<file path="src/rtl/vc_credit_tracker.sv">
module vc_credit_tracker #(
  parameter int NUM_VC = 4,
  parameter int DEPTH  = 6,
  localparam int VW = (NUM_VC > 1) ? $clog2(NUM_VC) : 1,
  localparam int CW = $clog2(DEPTH + 1)
) (
  input  logic              clk,
  input  logic              rst_n,
  input  logic              send_vld,
  input  logic [VW-1:0]     send_vc,
  input  logic              crd_vld,
  input  logic [VW-1:0]     crd_vc,
  output logic [NUM_VC-1:0] can_send,
  output logic              send_err,
  output logic              crd_err
);

  localparam logic [CW-1:0] FULL = CW'(DEPTH);

  logic              pend_vld;
  logic [VW-1:0]     pend_vc;
  logic [NUM_VC-1:0] ovf;
  logic              send_ok;

  // credit processing stage
  always_ff @(posedge clk) begin
    if (!rst_n) begin
      pend_vld <= 1'b0;
      pend_vc  <= '0;
    end else begin
      pend_vld <= crd_vld;
      pend_vc  <= crd_vc;
    end
  end

  assign send_ok  = send_vld & can_send[send_vc];
  assign send_err = send_vld & ~can_send[send_vc];
  assign crd_err  = |ovf;

  for (genvar v = 0; v < NUM_VC; v++) begin : g_vc
    logic [CW-1:0] cnt;
    logic dec, inc, full;

    assign dec         = send_ok  && (send_vc == VW'(v));
    assign inc         = pend_vld && (pend_vc == VW'(v));
    assign full        = (cnt == FULL);
    assign can_send[v] = (cnt != '0);
    assign ovf[v]      = inc & ~dec & full;

    always_ff @(posedge clk) begin
      if (!rst_n)                cnt <= FULL;
      else if (dec && !inc)      cnt <= cnt - 1'b1;
      else if (inc && !dec && !full) cnt <= cnt + 1'b1;
    end
  end

endmodule

</file>
<file path="config.mk">
export PLATFORM = sky130hd
export DESIGN_NAME = vc_credit_tracker
export DESIGN_NICKNAME = d
export VERILOG_FILES = /design/src/rtl/vc_credit_tracker.sv
export SDC_FILE = /design/constraint.sdc
export NUM_CORES = 1
export LEC_CHECK = 0
export BUFFER_PORTS_ARGS = -buffer_cell sky130_fd_sc_hd__clkbuf_2
export CAP_MARGIN = 20
export CORE_UTILIZATION = 50
export CTS_CLUSTER_SIZE = 25
export DETAILED_ROUTE_END_ITERATION = 16
export PLACE_DENSITY = 0.73
export SETUP_SLACK_MARGIN = 0.2
export SKIP_CTS_REPAIR_TIMING = 1
export SYNTH_ARGS = -nofsm -noshare
export SYNTH_HDL_FRONTEND = slang
export SYNTH_SLANG_ARGS = --single-unit
</file>
<file path="constraint.sdc">
create_clock -name clk -period 1.96 [get_ports clk]
set_clock_uncertainty 0.05 [all_clocks]
set_input_delay 0 -clock clk [delete_from_list [all_inputs] [get_ports clk]]
set_output_delay 0 -clock clk [all_outputs]
set_load 0.01 [all_outputs]
</file>
==> summary.txt, run 1 <==
Area after DPL: 1130 µm²
IO buf count: 13
Yosys top cell area share: 28.0%
CP delay by family, top: multiplexers
Final instance area: 1300 µm²
Vias in the first global route: 741
Final ANT Viol Nets: 0
Maxcap violations: 0
Ant diodes: 0
First-pass GRT wire length: 2.98 mm
Fin. max-slew vios: 0
Area added between synthesis and finish: 21.1%
Setup violators final: 0
Status: finished clean
Mapped Cells: 117
Hold-critical path depth: 2
Tot Pwr: 649 µW
Worst r2r path cells: 6
Largest net degree at the start of global routing: 20
CTS tree: done
Register area share after synthesis: 28.0%
Crit start category: register
Setup TNS: 0 ns
Relative slew slack: 78.5%
Initial Util: 54.0%
Total GRT Usage: 18.5%
Worst path max stage delay: 0.39 ns
Antenna violations before repair: 0
Ys flop type: dfxtp_1
Tcrit/Tclk final: 96.2%
Total number of vias: 890
CTS clock-pin slew for the worst setup and hold paths: 0.09 ns
Max Clock Freq: 0.530 GHz
Minimum clock period: 1.89 ns
DR WL/cell: 12.2 µm
# IOs: 14
Yosys cell types: 28
# rows: 16
Worst VDD drop: 0.390 mV
Die area: 2330 µm²
Final nets: 152
Crit path DAT: 2.01 ns
CTS root buffer: clkbuf_4
H-tree levels: 1
Worst-Margin Slew: 0.323 ns
Area of the core: 1980 µm²
Post-synth top cells: dfxtp_1 (15), inv_1 (12), o21ai_0 (8), or3_1 (8), and3b_1 (6)
Post-DP HPWL: 1.49 mm
Crit path buf inv count: 2
YS warnings: 0
Wirelength, routed: 2.02 mm
Ranking of synthesized cells by area: dfxtp_1 (28%), fa_1 (7.5%), buf_6 (5.3%)
Levels on crit path: 6
Clock Latency Late Sink: 0.28 ns
RSZ-0062 raised after global routing: true
Area leader, netlist: dfxtp_1
Mapped Nets: 129
Critical path's slowest cell: or3_4
Mapped Avg Cell Area: 9.15 µm²
Cell Chain, Critical Path: or3_4 > buf_6 > buf_4 > a211oi_2 > mux2i_1 > mux2_1
CTS Buf Count: 3
Kind of critical path: reg -> reg
Layout cells sized above 1: 45.3%
Synthesized flop and latch total: 15
Drt initial violations: 13
Worst-case clock buffer depth: 2
Leak pwr: 0.000567 µW
Hold/Removal Path Class: in -> reg
Clk sinks: 15
Data required, critical path: 2.08 ns
Pwr dens: 500 nW/µm²
Most common cell in the synthesized netlist: dfxtp_1
Post-synth ARST share: 0%
Final Wtd Congestion: 0.813
Final Hold Viols: 0
Crit. End Element: register
Post-synth EDFFs: 0
Synthesized area: 1070 µm²
Die height: 48.3 µm
Critical Path Fanout Max: 4
Die W: 48.3 µm
Via/cell ratio: 5.36
GRT Residual Overflow: 0
1st-pass router iterations: 4
DRC viols: 0
worst register-to-register path, stage by stage (launching register included):
cell and delay, ns:
dfxtp_2 0.34, or3_4 0.39, buf_6 0.13, buf_4 0.13, a211oi_2 0.28, mux2i_1 0.13, mux2_1 0.32
state kept, by name, summed over array words and instances (netlist names):
signal and cells:
pend_vld 1, g_vc.cnt 12, pend_vc 2
placed cells by master (no fill, tap or decap), types with 5 or more instances in the layout:
| cell type | instances |
|---|---|
| nand2_1 | 5 |
| and3b_1 | 6 |
| clkbuf_2 | 12 |
| and3_1 | 5 |
| dfxtp_2 | 12 |
| inv_1 | 8 |
| buf_4 | 9 |
path summary, 6_finish.rpt:
path	endpoint	slack [ns]	startpoint
setup / recovery	g_vc[0].cnt[2]	0.07	g_vc[0].cnt[0]
hold / removal	g_vc[2].cnt[1]	0.08	rst_n
setup reg to reg	g_vc[0].cnt[2]	0.07	g_vc[0].cnt[0]
hold reg to reg	g_vc[0].cnt[2]	0.47	g_vc[0].cnt[2]
final cells by class:
class                   instances  area, µm²
flip-flops and latches         15        315
inverters                      12       45.0
fillers                       165        684
clock buffers                   4       26.3
repair buffers                 28        196
multi-input cells              80        681
well taps                      27       33.8
metrics by stage:
stage | hold slack [ns] | setup slack [ns] | instances | utilization, %
finish | 0.0767 | 0.0741 | 166 | 65.5
global route | 0.0914 | -0.00617 | 166 | 65.5
CTS | -0.136 | 0.0135 | 156 | 58.5
detailed placement | 0.158 | 0.0426 | 152 | 57.2
global placement | 0.157 | 0.114 | 152 | 57.2
floorplan | 0.0773 | -0.0117 | 117 | -
metal layers:
| layer | vias to the layer above | global-route usage [%] | wire length, µm |
|---|---|---|---|
| met3 | 4 | 3.33 | 66 |
| met1 | 417 | 25.0 | 923 |
| met2 | 20 | 28.8 | 1000 |
| li1 | 449 | - | - |
| met5 | - | 0 | 0 |
| met4 | 0 | 8.33 | 28 |
kinds of logic (layout without fill, tap and decap cells):
kind of cell | after synthesis | in the layout | synth area share, %
multiplexers | 9 | 9 | 10.0
AO/OA/AOI/OAI | 22 | 22 | 14.5
flip-flops | 15 | 15 | 28.0
adder cells (fa/ha/maj) | 4 | 4 | 7.48
buffers and inverters | 22 | 44 | 11.6
AND/OR/NAND/NOR | 45 | 45 | 28.4
power breakdown:
part           total, µW  switching (µW)  internal, µW  leakage (µW)
combinational        132            59.9          71.9      0.000429
sequential           338            14.6           324      0.000123
clock                179             100          78.9     0.0000150
(Power assumes the default switching activity.)
==> run 2: changes to the inputs <==
Settings changed: ABC_AREA set to 1, CAP_MARGIN 20 to not set, PLACE_DENSITY 0.73 to not set, PLACE_DENSITY_LB_ADDON set to 0.2.
==> run 2 against run 1 <==
Clock power is 7% higher. Highest routed layer unchanged. Power grew 9.8%. Worst setup slack got worse by 0.024 ns. Synthesized cell count grew 42%. Utilization is 6.9 points higher. Final area grew 11%. First-iteration DRC count grew 46%. Non-clock buffer count up 3. Sequential share of layout area decreased by 2.5 points.
==> summary.txt, run 2 <==
Status: finished clean
Tot Pwr: 713 µW (+9.8%)
YS warnings: 0 (unchanged)
Met3 usage: 4.07% (+0.74 points)
Ys flop type: dfxtp_1
GRT Residual Overflow: 0 (unchanged)
Tcrit/Tclk final: 97.4% (+1.2 points)
Ranking of synthesized cells by area: dfxtp_1 (28%), nand2_1 (13%), inv_1 (13%)
First-pass GRT wire length: 3.19 mm (+6.9%)
Final nets: 213 (+40%)
IO buf count: 13 (unchanged)
Commonest cells after routing, fill and taps aside: nand2_1 (33), inv_1 (28), nand3_1 (21)
Synthesized area: 1060 µm² (-0.58%)
Worst-Margin Slew: 0.353 ns (+0.0304 ns)
Max reg flops: 12 (unchanged)
Post-layout util: 72.4% (+6.9 points)
Biggest register: g_vc.cnt
Max Clock Freq: 0.524 GHz (-1.3%)
1st-pass router iterations: 4 (unchanged)
GR Layer Usage met1: 24.9% (-0.11 points)
CTS tree: done
Worst-case clock buffer depth: 2 (unchanged)
Die W: 48.1 µm (-0.28%)
Final Hold Viols: 0 (unchanged)
R2r setup slk: 0.05 ns (-0.02 ns)
Fin. max-slew vios: 0 (unchanged)
Mapped Cells: 166 (+42%)
Cell Chain, Critical Path: inv_4 > nand3_4 > nand2_2 > nand2_4 > nand4_1 > nor2_2 > inv_2 > fa_2 > inv_2 > nand2_1 > nand3_1
Ant diodes: 0 (unchanged)
Regs by FF count: g_vc.cnt: 12 flops, pend_vc: 2 flops, pend_vld: 1 flops
Pwr dens: 497 nW/µm² (-0.76%)
Post-synth EDFFs: 0 (unchanged)
Hold WS: 0.0408 ns (-0.0360 ns)
Final instance area: 1440 µm² (+11%)
Post-Place Cells: 207 (+36%)
Yosys cell types: 17 (-39%)
Via/cell ratio: 5.00 (-6.7%)
Post-DP HPWL: 1.67 mm (+12%)
Antenna violations before repair: 0 (unchanged)
Crit path DAT: 2.04 ns (+0.03 ns)
Register area share after synthesis: 28.2% (+0.16 points)
Total GRT Usage: 19.9% (+1.3 points)
CTS root buffer: clkbuf_4
Crit. End Element: register
DRC viols: 0 (unchanged)
# rows: 16 (unchanged)
Most common cell after layout, fill and taps aside: nand2_1
H-tree levels: 1 (unchanged)
Most common cell in the synthesized netlist: nand2_1
Kind of critical path: reg -> reg
Worst path max stage delay: 0.57 ns (+0.18 ns)
Synthesized flop and latch total: 15 (unchanged)
Post-synth ARST share: 0% (unchanged)
Mapped Avg Cell Area: 6.41 µm² (-30%)
Hold Crit Endpoint: g_vc[0].cnt[1]
Leak pwr: 0.000797 µW (+41%)
Area leader, netlist: dfxtp_1
Mapped Nets: 178 (+38%)
Hold path start: rst_n
Hold-critical path depth: 2 (unchanged)
RSZ-0062 raised after global routing: true
Die height: 48.1 µm (-0.28%)
Final Wtd Congestion: 0.811 (-0.27%)
Worst VDD drop: 0.407 mV (+4.3%)
Setup violators final: 0 (unchanged)
Drt initial violations: 19 (+6)
Worst reg2reg path endpoint: g_vc[1].cnt[1]
Wirelength, routed: 2.51 mm (+24%)
CP dominant cell by count: inv_2
# IOs: 14 (unchanged)
Die area: 2320 µm² (-0.56%)
Met2 Usage GRT: 33.1% (+4.3 points)
Relative slew slack: 76.3% (-2.2 points)
Area of the core: 1980 µm² (unchanged)
Area after DPL: 1180 µm² (+4.5%)
Area added between synthesis and finish: 34.8%
Crit start category: register
Post-synth top cells: nand2_1 (38), inv_1 (37), nand3_1 (27)
Clk sinks: 15 (unchanged)
CTS Buf Count: 3 (unchanged)
Final ANT Viol Nets: 0 (unchanged)
Initial Util: 53.7% (-0.32 points)
Critical Path Fanout Max: 4 (unchanged)
Most used routing layer: met2
Yosys top cell area share: 28.2% (+0.16 points)
Critical path's slowest cell: fa_2
Worst r2r path cells: 11 (+5)
Data required, critical path: 2.09 ns (about the same)
Reg2reg start: g_vc[1].cnt[1]
Total number of vias: 1136 (+28%)
DR WL/cell: 11.0 µm (-9.3%)
Layout cells sized above 1: 41.0% (-4.3 points)
Hold/Removal Path Class: in -> reg
Maxcap violations: 0 (unchanged)
Minimum clock period: 1.91 ns (+0.0239 ns)
Clock Latency Late Sink: 0.29 ns (about the same)
Finished Layout Cells: 227 (+37%)
Largest net degree at the start of global routing: 16 (-20%)
Vias in the first global route: 832 (+12%)
CTS clock-pin slew for the worst setup and hold paths: 0.10 ns (about the same)
[run 2: cell types whose count changed after synthesis, moves of 5 or more]
cell / before / now
nand3_1: 1 / 27
or3_1: 8 / 0
nand4_1: 0 / 6
and3b_1: 6 / 0
nand2_1: 5 / 38
inv_1: 12 / 37
buf_6: 5 / 0
o21ai_0: 8 / 0
nor2_1: 0 / 10
and3_1: 5 / 0
[run 2: logic make-up (layout without fill, tap and decap cells)]
kind of cell | Yosys count | in the layout | share of synthesized area, %
adder cells (fa/ha/maj) | 4 | 4 | 7.52
AO/OA/AOI/OAI | 5 | 5 | 2.70
buffers and inverters | 41 | 75 | 14.5
flip-flops | 15 | 15 | 28.2
AND/OR/NAND/NOR | 101 | 101 | 47.1
[run 2: routing by layer]
layer / share of wire (%) / vias to the layer above / wire (µm)
met4: 1.4 / 0 / 36
met2: 50 / 23 / 1260
met3: 3.4 / 5 / 84
met5: 0 / - / 0
li1: - / 587 / -
met1: 45 / 521 / 1130
[run 2: stage by stage]
step / setup TNS [ns] / worst slack [ns]
after floorplan: 0 / 0.178
after global placement: 0 / 0.101
after detailed placement: 0 / 0.0584
after CTS: 0 / 0.0413
after global routing: -0.0814 / -0.0408
final: 0 / 0.0501
[run 2: critical path: cells and delay by family, from the launching register on]
family | cells | cell delay (ns)
fa+ha+maj | 1 | 0.57
flops | 1 | 0.37
simple gates | 7 | 0.65
buf+inv | 3 | 0.15
[run 2: worst max-delay path by stage]
| stage | from | end | slack (ns) | depth (start not counted) |
|---|---|---|---|---|
| floorplan | g_vc[3].cnt[1] | g_vc[3].cnt[2] | 0.18 | 12 |
| global placement | g_vc[3].cnt[1] | g_vc[3].cnt[2] | 0.10 | 12 |
| detailed placement | g_vc[1].cnt[0] | g_vc[3].cnt[2] | 0.06 | 12 |
| CTS | g_vc[1].cnt[0] | g_vc[3].cnt[2] | 0.04 | 12 |
| global route | g_vc[1].cnt[1] | g_vc[1].cnt[1] | -0.04 | 11 |
| finish | g_vc[1].cnt[1] | g_vc[1].cnt[1] | 0.05 | 11 |
[run 2: power by group]
| part | switching, µW | internal, µW | total, µW |
|---|---|---|---|
| logic | 112 | 75.8 | 187 |
| registers | 12.1 | 323 | 335 |
| clock network | 111 | 79.3 | 191 |
| total | 235 | 478 | 713 |
[run 2: final cells by class]
cell class	count	area, µm²
clock buffers	4	26.3
repair buffers	31	208
inverters	40	155
multi-input cells	110	699
well taps	27	33.8
fillers	164	547
flip-flops and latches	15	313
